[config.mk]
export PLATFORM = sky130hd
export DESIGN_NAME = uart_rx_engine
export DESIGN_NICKNAME = d
export VERILOG_FILES = /design/src/rtl/uart_rx_pkg.sv /design/src/rtl/rx_line_sync.sv /design/src/rtl/rx_frame_fsm.sv /design/src/rtl/rx_hold_reg.sv /design/src/rtl/uart_rx_engine.sv
export SDC_FILE = /design/constraint.sdc
export NUM_CORES = 1
export LEC_CHECK = 0
export BUFFER_PORTS_ARGS = -buffer_cell sky130_fd_sc_hd__buf_2
export CORE_UTILIZATION = 30
export DETAILED_ROUTE_END_ITERATION = 10
export GPL_TIMING_DRIVEN = 0
export HOLD_SLACK_MARGIN = 0.12
export PLACE_DENSITY = 0.56
export SYNTH_ARGS = -nofsm -noshare
export SYNTH_HDL_FRONTEND = slang
export SYNTH_SLANG_ARGS = --single-unit
export TNS_END_PERCENT = 20
[constraint.sdc]
create_clock -name clk -period 2.15 [get_ports clk]
set_input_delay 0.43 -clock clk [delete_from_list [all_inputs] [get_ports clk]]
set_output_delay 0.43 -clock clk [all_outputs]
set_load 0.005 [all_outputs]
[src/rtl/uart_rx_pkg.sv]
`timescale 1ns/1ps
package uart_rx_pkg;

  localparam int WORD_MAX = 8;

  // Line-control layout: bit positions match the lcr input
  typedef struct packed {
    logic       stick;
    logic       even_sel;
    logic       par_en;
    logic       two_stop;
    logic [1:0] wlen;
  } fmt_t;

  typedef struct packed {
    logic [WORD_MAX-1:0] data;
    logic                perr;
    logic                ferr;
    logic                brk;
  } rx_res_t;

  typedef enum logic [2:0] {
    S_IDLE, S_START, S_DATA, S_PAR, S_STOP1, S_STOP2, S_HOLD_LOW
  } rx_state_t;

  function automatic logic [3:0] word_bits(input logic [1:0] wlen);
    return 4'd5 + {2'b00, wlen};
  endfunction

  // Parity bit a correct transmitter sends for a zero-extended word
  function automatic logic want_parity(input logic [WORD_MAX-1:0] d, input fmt_t f);
    if (f.stick) return ~f.even_sel;
    return (^d) ^ ~f.even_sel;
  endfunction

endpackage

[src/rtl/rx_line_sync.sv]
`timescale 1ns/1ps
module rx_line_sync #(
  parameter int STAGES = 2
) (
  input  logic clk,
  input  logic rst,
  input  logic din,
  output logic dout
);
  logic [STAGES-1:0] chain;

  // Resets to the idle (high) level so no false start after reset
  always_ff @(posedge clk) begin
    if (rst) chain <= '1;
    else     chain <= {chain[STAGES-2:0], din};
  end

  assign dout = chain[STAGES-1];
endmodule

[src/rtl/rx_frame_fsm.sv]
`timescale 1ns/1ps
module rx_frame_fsm
  import uart_rx_pkg::*;
#(
  parameter int OVS = 16
) (
  input  logic    clk,
  input  logic    rst,
  input  logic    tick,
  input  logic    line,
  input  fmt_t    fmt,
  output logic    done,
  output rx_res_t res
);
  localparam int CNT_W = $clog2(OVS);
  localparam logic [CNT_W-1:0] LAST_CNT = CNT_W'(OVS - 1);
  localparam logic [CNT_W-1:0] MID_CNT  = CNT_W'(OVS / 2 - 1);

  rx_state_t           st;
  logic [CNT_W-1:0]    cnt;
  logic [2:0]          idx;
  logic [WORD_MAX-1:0] sr;
  fmt_t                fmt_q;
  logic                pbit;
  logic                stop1_q;
  logic                seen_high;

  logic [2:0] last_idx;
  logic       ferr_now;
  logic       finish;

  assign last_idx = 3'(word_bits(fmt_q.wlen) - 4'd1);
  assign ferr_now = (st == S_STOP1) ? ~line : ~stop1_q;
  assign finish   = tick && (cnt == LAST_CNT) &&
                    (((st == S_STOP1) && !fmt_q.two_stop) || (st == S_STOP2));

  always_ff @(posedge clk) begin
    if (rst) begin
      st        <= S_IDLE;
      cnt       <= '0;
      idx       <= '0;
      sr        <= '0;
      fmt_q     <= '0;
      pbit      <= 1'b0;
      stop1_q   <= 1'b1;
      seen_high <= 1'b0;
      done      <= 1'b0;
      res       <= '0;
    end else begin
      done <= 1'b0;
      case (st)
        S_IDLE: begin
          if (tick && !line) begin
            st        <= S_START;
            cnt       <= '0;
            idx       <= '0;
            sr        <= '0;
            seen_high <= 1'b0;
            fmt_q     <= fmt;
          end
        end
        S_START: begin
          if (tick) begin
            if (cnt == MID_CNT) begin
              cnt <= '0;
              st  <= line ? S_IDLE : S_DATA;
            end else begin
              cnt <= cnt + 1'b1;
            end
          end
        end
        S_DATA, S_PAR, S_STOP1, S_STOP2: begin
          if (tick) begin
            if (cnt != LAST_CNT) begin
              cnt <= cnt + 1'b1;
            end else begin
              cnt       <= '0;
              seen_high <= seen_high | line;
              case (st)
                S_DATA: begin
                  sr[idx] <= line;
                  idx     <= idx + 1'b1;
                  if (idx == last_idx) st <= fmt_q.par_en ? S_PAR : S_STOP1;
                end
                S_PAR: begin
                  pbit <= line;
                  st   <= S_STOP1;
                end
                S_STOP1: begin
                  stop1_q <= line;
                  if (fmt_q.two_stop) st <= S_STOP2;
                end
                default: ;
              endcase
              if (finish) begin
                done     <= 1'b1;
                res.data <= sr;
                res.perr <= fmt_q.par_en && (pbit != want_parity(sr, fmt_q));
                res.ferr <= ferr_now;
                res.brk  <= ~(seen_high | line);
                st       <= line ? S_IDLE : S_HOLD_LOW;
              end
            end
          end
        end
        S_HOLD_LOW: begin
          if (tick && line) st <= S_IDLE;
        end
        default: st <= S_IDLE;
      endcase
    end
  end

  AST_DONE_SINGLE: assert property (@(posedge clk) disable iff (rst)
    done |=> !done);
  AST_SHORT_WORD_ZERO: assert property (@(posedge clk) disable iff (rst)
    done |-> ((res.data >> word_bits(fmt_q.wlen)) == '0));
  AST_BREAK_HAS_FE: assert property (@(posedge clk) disable iff (rst)
    (done && res.brk) |-> res.ferr);
endmodule

[src/rtl/rx_hold_reg.sv]
`timescale 1ns/1ps
module rx_hold_reg
  import uart_rx_pkg::*;
(
  input  logic                clk,
  input  logic                rst,
  input  logic                done,
  input  rx_res_t             res,
  input  logic                rd_data,
  input  logic                rd_status,
  output logic [WORD_MAX-1:0] data_q,
  output logic [4:0]          status_q
);
  logic dr, ovr, pe, fe, bi;

  always_ff @(posedge clk) begin
    if (rst) begin
      data_q <= '0;
      dr     <= 1'b0;
      ovr    <= 1'b0;
      pe     <= 1'b0;
      fe     <= 1'b0;
      bi     <= 1'b0;
    end else if (done) begin
      data_q <= res.data;
      dr     <= 1'b1;
      ovr    <= (ovr & ~rd_status) | (dr & ~rd_data);
      pe     <= (pe  & ~rd_status) | res.perr;
      fe     <= (fe  & ~rd_status) | res.ferr;
      bi     <= (bi  & ~rd_status) | res.brk;
    end else begin
      if (rd_data) dr <= 1'b0;
      if (rd_status) begin
        ovr <= 1'b0;
        pe  <= 1'b0;
        fe  <= 1'b0;
        bi  <= 1'b0;
      end
    end
  end

  assign status_q = {bi, fe, pe, ovr, dr};

  AST_READY_ON_DONE: assert property (@(posedge clk) disable iff (rst)
    done |=> dr);
  AST_READ_CLEARS_READY: assert property (@(posedge clk) disable iff (rst)
    (rd_data && !done) |=> !dr);
  AST_OVERRUN_ON_UNREAD: assert property (@(posedge clk) disable iff (rst)
    (done && dr && !rd_data) |=> ovr);
  AST_STATUS_CLEAR: assert property (@(posedge clk) disable iff (rst)
    (rd_status && !done) |=> !(ovr || pe || fe || bi));
  AST_STATUS_KEEPS_READY: assert property (@(posedge clk) disable iff (rst)
    (rd_status && !rd_data && !done && dr) |=> dr);
  AST_SAME_CYCLE_READ: assert property (@(posedge clk) disable iff (rst)
    (done && rd_data && !ovr) |=> (dr && !ovr));
endmodule

[src/rtl/uart_rx_engine.sv]
`timescale 1ns/1ps
module uart_rx_engine
  import uart_rx_pkg::*;
#(
  parameter int OVS         = 16,
  parameter int SYNC_STAGES = 2
) (
  input  logic       clk,
  input  logic       rst,
  input  logic       tick,
  input  logic       rxd,
  input  logic [5:0] lcr,
  input  logic       rd_data,
  input  logic       rd_status,
  output logic [7:0] rx_data,
  output logic [4:0] rx_status
);
  logic    line_s;
  logic    done;
  rx_res_t res;
  fmt_t    fmt_in;

  assign fmt_in = fmt_t'(lcr);

  rx_line_sync #(.STAGES(SYNC_STAGES)) u_sync (
    .clk (clk),
    .rst (rst),
    .din (rxd),
    .dout(line_s)
  );

  rx_frame_fsm #(.OVS(OVS)) u_fsm (
    .clk (clk),
    .rst (rst),
    .tick(tick),
    .line(line_s),
    .fmt (fmt_in),
    .done(done),
    .res (res)
  );

  rx_hold_reg u_hold (
    .clk      (clk),
    .rst      (rst),
    .done     (done),
    .res      (res),
    .rd_data  (rd_data),
    .rd_status(rd_status),
    .data_q   (rx_data),
    .status_q (rx_status)
  );
endmodule

==> flow_summary_export.csv, run 1 <==
group,metric,value,unit
run_status,status,"finished clean",
synth,synthFlopType,"dfxtp_1",
synth,syn-num-nets,318,
synth,synth.largest_area_cell,"dfxtp_1",
place,dp_slack,0.155,ns
synth,synth_common_cells,"dfxtp_1, nand2_1, nor2_1, a21oi_1, mux2i_1",
setup_path,startpoint_type,"flip-flop",
finish,syn_to_final_growth,13.9,%
worst_hold_path,min_path_type,"in -> reg",
synth,synth_edf_count,0,
synth,synthDominantCellAreaShare,42.0,%
synth,synthArstFlopShare,0,%
routing,vias,2137,
floorplanning,die-height,94.6,um
floorplanning,num_rows,33,
place,io_buffers,22,
setup_path,arrival,2.16,ns
clocking,clock-sinks,54,
floorplanning,ios,25,
timing,finalSetupViolCount,0,
clocking,cts_made_buffers,5,
floorplanning,core,0.00826,mm2
place,place_area,0.00281,mm2
timing,min_period_over_period,90.8,%
grt,grt_use_total,13.4,%
clocking,cts_tree,"yes",
power,p_leak,1.11,nW
clocking,ctsHtreeMaxLevel,2,
timing,finClkSkew,0.00459,ns
grt,grt_pass1_wl,9450,um
timing,finalCriticalPeriod,1.95,ns
synth,ys_ff_latch,54,
routing,first_pass_iters,4,
synth,synth_area,0.00257,mm2
floorplanning,start_util,31.2,%
finish,diodes,0,
timing,tns,0,ns
place,dp_hpwl,4080,um
setup_path,crit_required,2.36,ns
routing,drtIter0Drc,120,
floorplanning,die_x,94.6,um
grt,grt_start_max_net_pins,20,
synth,synthCells,304,
finish,design_area,0.00293,mm2
power,ir_drop,0.287,mV
clocking,post_cts_buffers,0,
synth,ys_seq_area_share,42.0,%
routing,wl,5670,um
synth,post-synth-top-count-cell,"dfxtp_1",
routing,wl_per_cell,12.9,um
timing,rsz0062_at_grt,"false",
finish,fin_nets,347,
synth,synth.area.top_cells,"dfxtp_1, mux2i_1, nand2_1, nor2_1, a21oi_1",
grt,overflow,0,
clocking,clock-root-buffer,"clkbuf_8",
timing,worst_pin_slew,0.580,ns
place,gp_congestion,0.896,
clocking,ctsHoldBuffers,0,
power,power_density,756,mW/mm2
synth,synth_warnings,0,
clocking,clk_latency,0.31,ns
job,maxCapViolations,0,
routing,viasPerCell,4.87,
timing,max_freq,0.512,GHz
synth,ys_types,49,
floorplanning,die_area,0.00895,mm2
timing,drv_slew,0,
timing,layout_setup_ws,0.198,ns
clocking,cts_resized,0,
routing,drc,0,
clocking,cts.reportedPaths.clkPinSlew,0.11,ns
timing,slew_headroom,61.3,%
synth,syn_avg_cell_area,8.46,um2
setup_path,critical_path.max_fanout,9,
timing,hold_viol,0,
setup_path,criticalPathCategory,"reg -> reg",
grt,grt_pass1_vias,1944,
clocking,clockBufferDepth,2,
finish,drive_gt1_share,17.7,%
grt,antenna_found_initial,0,
routing,antenna_left,0,
setup_path,end_kind,"flip-flop",
==> stage by stage <==
stage               instances  total power [W]  utilization (%)  hold WS, ns
global route              439          0.00234             35.5        0.289
detailed placement        431          0.00161             34.1        0.394
finish                    439          0.00221             35.5        0.292
global placement          431          0.00160             34.1        0.393
CTS                       439          0.00223             35.3        0.289
floorplan                 304          0.00150                -        0.389
==> registers in the layout, summed over array words and instances, names as in the netlist, 2 cells and up <==
| signal | flops |
|---|---|
| u_fsm.st | 3 |
| u_fsm.cnt | 4 |
| u_hold.data_q | 8 |
| u_fsm.idx | 3 |
| u_fsm.fmt_q | 6 |
| u_fsm.sr | 8 |
| u_fsm.res | 11 |
| u_sync.chain | 2 |
==> kinds of logic (layout without fill, tap and decap cells) <==
group | count (synthesis) | after routing | share of synthesized area [%]
and+or+nand+nor | 130 | 130 | 24.3
xor gates and xnor gates | 12 | 12 | 4.09
buffers and inverters | 29 | 59 | 5.93
DFF | 54 | 54 | 42.0
AOI/OAI and AO/OA | 58 | 58 | 15.1
muxes | 19 | 19 | 7.54
adders and majority gates | 2 | 2 | 0.973
==> report_power, final <==
part / internal, W / switching (W)
registers: 0.00103 / 0.0000228
clock network: 0.000244 / 0.000370
logic: 0.000216 / 0.000333
==> per-layer routing <==
layer,part of all wire (%),GRT usage [%],up-vias
li1,-,-,1101
met1,52,18.8,990
met2,43,20.4,37
met3,3.2,2.66,9
met4,1.5,4.67,0
met5,0,0,-
==> critical path, cell delays in order, from the launching register on <==
cell	delay [ns]
dfxtp_1	0.35
ha_1	0.29
and4_1	0.22
buf_4	0.17
mux2i_4	0.19
and3b_1	0.26
nand3b_1	0.12
mux2i_1	0.19
nor2_1	0.05
==> path summary, 6_finish.rpt <==
check                             startpoint                          to  slack, ns  cells after the start
hold reg to reg   u_sync.chain[0]$_SDFF_PP1_  u_sync.chain[1]$_SDFF_PP1_       0.42                      1
setup reg to reg   u_fsm.cnt[0]$_SDFFE_PP0P_    u_fsm.sr[5]$_SDFFE_PP0P_       0.20                      8
hold / removal                           rxd  u_sync.chain[0]$_SDFF_PP1_       0.29                      2
setup / recovery   u_fsm.cnt[0]$_SDFFE_PP0P_    u_fsm.sr[5]$_SDFFE_PP0P_       0.20                      8
==> layout make-up <==
cell class	count	area (um2)
Buffer	25	138
Fill cell	914	5330
Tap cell	105	131
Multi-Input combinational cell	221	1360
Sequential cell	54	1080
Timing Repair Buffer	22	110
Clock inverter	3	28.8
Inverter	4	15.0
Clock buffer	5	68.8
==> layout by cell type (no fill, tap or decap), types with 2 or more instances in the layout <==
| master | netlist | layout |
|---|---|---|
| a211oi_1 | 3 | 3 |
| a21oi_1 | 24 | 24 |
| a22oi_1 | 6 | 6 |
| a311o_1 | 2 | 2 |
| a31oi_1 | 5 | 5 |
| and3_1 | 3 | 3 |
| buf_2 | 8 | 30 |
| buf_4 | 7 | 7 |
| clkbuf_1 | 8 | 8 |
| clkbuf_8 | 0 | 5 |
| dfxtp_1 | 54 | 54 |
| ha_1 | 2 | 2 |
| inv_1 | 4 | 4 |
| mux2i_1 | 18 | 18 |
| nand2_1 | 44 | 44 |
| nand2b_1 | 4 | 4 |
| nand3_1 | 14 | 14 |
| nand3b_1 | 5 | 5 |
| nand4_1 | 2 | 2 |
| nor2_1 | 36 | 36 |
| nor2b_1 | 3 | 3 |
| nor3_1 | 3 | 3 |
| o21ai_0 | 9 | 9 |
| or2_2 | 3 | 3 |
| or3_1 | 2 | 2 |
| xnor2_1 | 11 | 11 |
No activity file was read; power rests on OpenSTA's default activity.
==> run 2, diff against run 1 <==
--- a/config.mk
+++ b/config.mk
@@ -5,12 +5,12 @@
 export SDC_FILE = /design/constraint.sdc
 export NUM_CORES = 1
 export LEC_CHECK = 0
-export BUFFER_PORTS_ARGS = -buffer_cell sky130_fd_sc_hd__buf_2
 export CORE_UTILIZATION = 30
 export DETAILED_ROUTE_END_ITERATION = 10
+export DONT_BUFFER_PORTS = 1
 export GPL_TIMING_DRIVEN = 0
 export HOLD_SLACK_MARGIN = 0.12
-export PLACE_DENSITY = 0.56
+export PLACE_DENSITY = 0.54
 export SYNTH_ARGS = -nofsm -noshare
 export SYNTH_HDL_FRONTEND = slang
 export SYNTH_SLANG_ARGS = --single-unit
==> flow_summary_export.csv, run 2 (synthesis results as in run 1) <==
group,metric,value,unit
run_status,status,"finished clean",
grt,grt_start_max_net_pins,20,
timing,max_freq,0.503,GHz
power,ir_drop,0.230,mV
clocking,cts_made_buffers,5,
grt,overflow,0,
timing,rsz0062_at_grt,"false",
routing,wl,5740,um
timing,layout_setup_ws,0.161,ns
clocking,clockBufferDepth,2,
clocking,post_cts_buffers,0,
timing,slew_headroom,58.2,%
timing,min_period_over_period,92.5,%
clocking,cts.reportedPaths.clkPinSlew,0.11,ns
clocking,clock-root-buffer,"clkbuf_8",
finish,fillers,910,
finish,largest_reg_flops,11,
floorplanning,ios,25,
floorplanning,die-height,94.6,um
clocking,cts_tree,"yes",
clocking,ctsHtreeMaxLevel,2,
routing,drtIter0Drc,72,
setup_path,arrival,2.20,ns
place,gp_congestion,0.883,
grt,antenna_found_initial,0,
finish,final_common_cell,"dfxtp_1",
setup_path,startpoint_type,"flip-flop",
grt,grt_pass1_wl,9690,um
place,dp_hpwl,4080,um
finish,fin_util,34.0,%
finish,diodes,0,
timing,tns,0,ns
routing,vias,2073,
setup_path,critPathSlowestCell,"dfxtp_1",
setup_path,crit_required,2.36,ns
timing,fin_hold_ws,0.209,ns
finish,top_register,"u_fsm.res",
floorplanning,start_util,31.2,%
routing,wl_per_cell,13.8,um
setup_path,critical_path.max_fanout,9,
clocking,clock-sinks,54,
place,dp_slack,0.158,ns
floorplanning,die_x,94.6,um
finish,multi_input_area,0.00135,mm2
routing,drc,0,
grt,grt_use_total,13.9,%
floorplanning,die_area,0.00895,mm2
job,maxCapViolations,0,
finish,drive_gt1_share,11.9,%
routing,first_pass_iters,4,
finish,fin_nets,325,
floorplanning,core,0.00826,mm2
timing,finClkSkew,0.00557,ns
finish,syn_to_final_growth,9.14,%
place,io_buffers,0,
timing,worst_pin_slew,0.627,ns
power,power_density,785,mW/mm2
finish,final_cell_mix,"dfxtp_1, nand2_1, nor2_1, a21oi_1, mux2i_1",
timing,finalSetupViolCount,0,
timing,hold_viol,0,
finish,reg_top3,"u_fsm.res x11, u_fsm.sr x8, u_hold.data_q x8",
timing,finalCriticalPeriod,1.99,ns
power,power.total,0.00220,W
setup_path,end_kind,"flip-flop",
worst_hold_path,min_path_type,"in -> reg",
power,p_leak,0.999,nW
setup_path,worstPathCellList,"ha_1, and4_1, buf_4, mux2i_2, and3b_1, nand3b_1, mux2i_1, nor2_1",
floorplanning,num_rows,33,
setup_path,critical_path.max_stage_delay,0.35,ns
clocking,clk_latency,0.32,ns
timing,drv_slew,0,
routing,viasPerCell,4.97,
grt,grt_pass1_vias,1990,
routing,antenna_left,0,
finish,register_area,0.00108,mm2
setup_path,criticalPathCategory,"reg -> reg",
==> run 2: changes by cell type in the layout (fill, tap and decap cells not counted) <==
cell | previous run | this run
inv_8 | 1 | 0
inv_6 | 1 | 2
buf_2 | 30 | 8
mux2i_4 | 1 | 0
mux2i_2 | 0 | 1
==> run 2: layout make-up <==
type | count | area share [%]
buffer | 25 | 4.90
clock buffer | 5 | 2.45
clock inverter | 3 | 0.936
inverter | 4 | 0.535
multi-input combinational | 221 | 48.0
sequential | 54 | 38.5
tap | 105 | 4.68
==> run 2: through the flow <==
stage               instances  area (um2)
finish                    417        2810
global route              417        2810
CTS                       417        2800
detailed placement        409        2700
global placement          409        2700
floorplan                 304        2570
==> run 2: power by group <==
group / total, W / switching [W] / internal [W]
registers: 0.00105 / 0.0000226 / 0.00103
logic: 0.000540 / 0.000332 / 0.000209
clock network: 0.000614 / 0.000373 / 0.000241
==> run 2: timing repair <==
item | CTS | global route
endpoints found under the setup margin | 0 | 4
hold buffers | 0 | 0
gates resized for setup | 0 | 1
==> run 2: path summary, 6_finish.rpt <==
check / startpoint / endpoint / slack (ns) / cells after the start
worst max register to register: u_fsm.cnt[0]$_SDFFE_PP0P_ / u_fsm.sr[5]$_SDFFE_PP0P_ / 0.16 / 8
worst min register to register: u_sync.chain[0]$_SDFF_PP1_ / u_sync.chain[1]$_SDFF_PP1_ / 0.42 / 1
worst max-delay path: u_fsm.cnt[0]$_SDFFE_PP0P_ / u_fsm.sr[5]$_SDFFE_PP0P_ / 0.16 / 8
worst min-delay path: rxd / u_sync.chain[0]$_SDFF_PP1_ / 0.21 / 1
==> run 2: per-layer routing <==
metal	wire length (um)	vias to the layer above	GRT usage, %	share of wire, %
met5	0	-	0	0
met4	105	0	5.05	1.8
met3	253	8	3.22	4.4
met2	2520	46	21.8	44
met1	2860	968	18.5	50
li1	-	1051	-	-
==> run 2: worst max-delay path, delay by kind of cell (launching register included) <==
family                     cells  cell delay (ns)
adders and majority gates      1             0.28
DFF                            1             0.35
muxes                          2             0.44
and+or+nand+nor                4             0.63
buffers and inverters          1             0.17
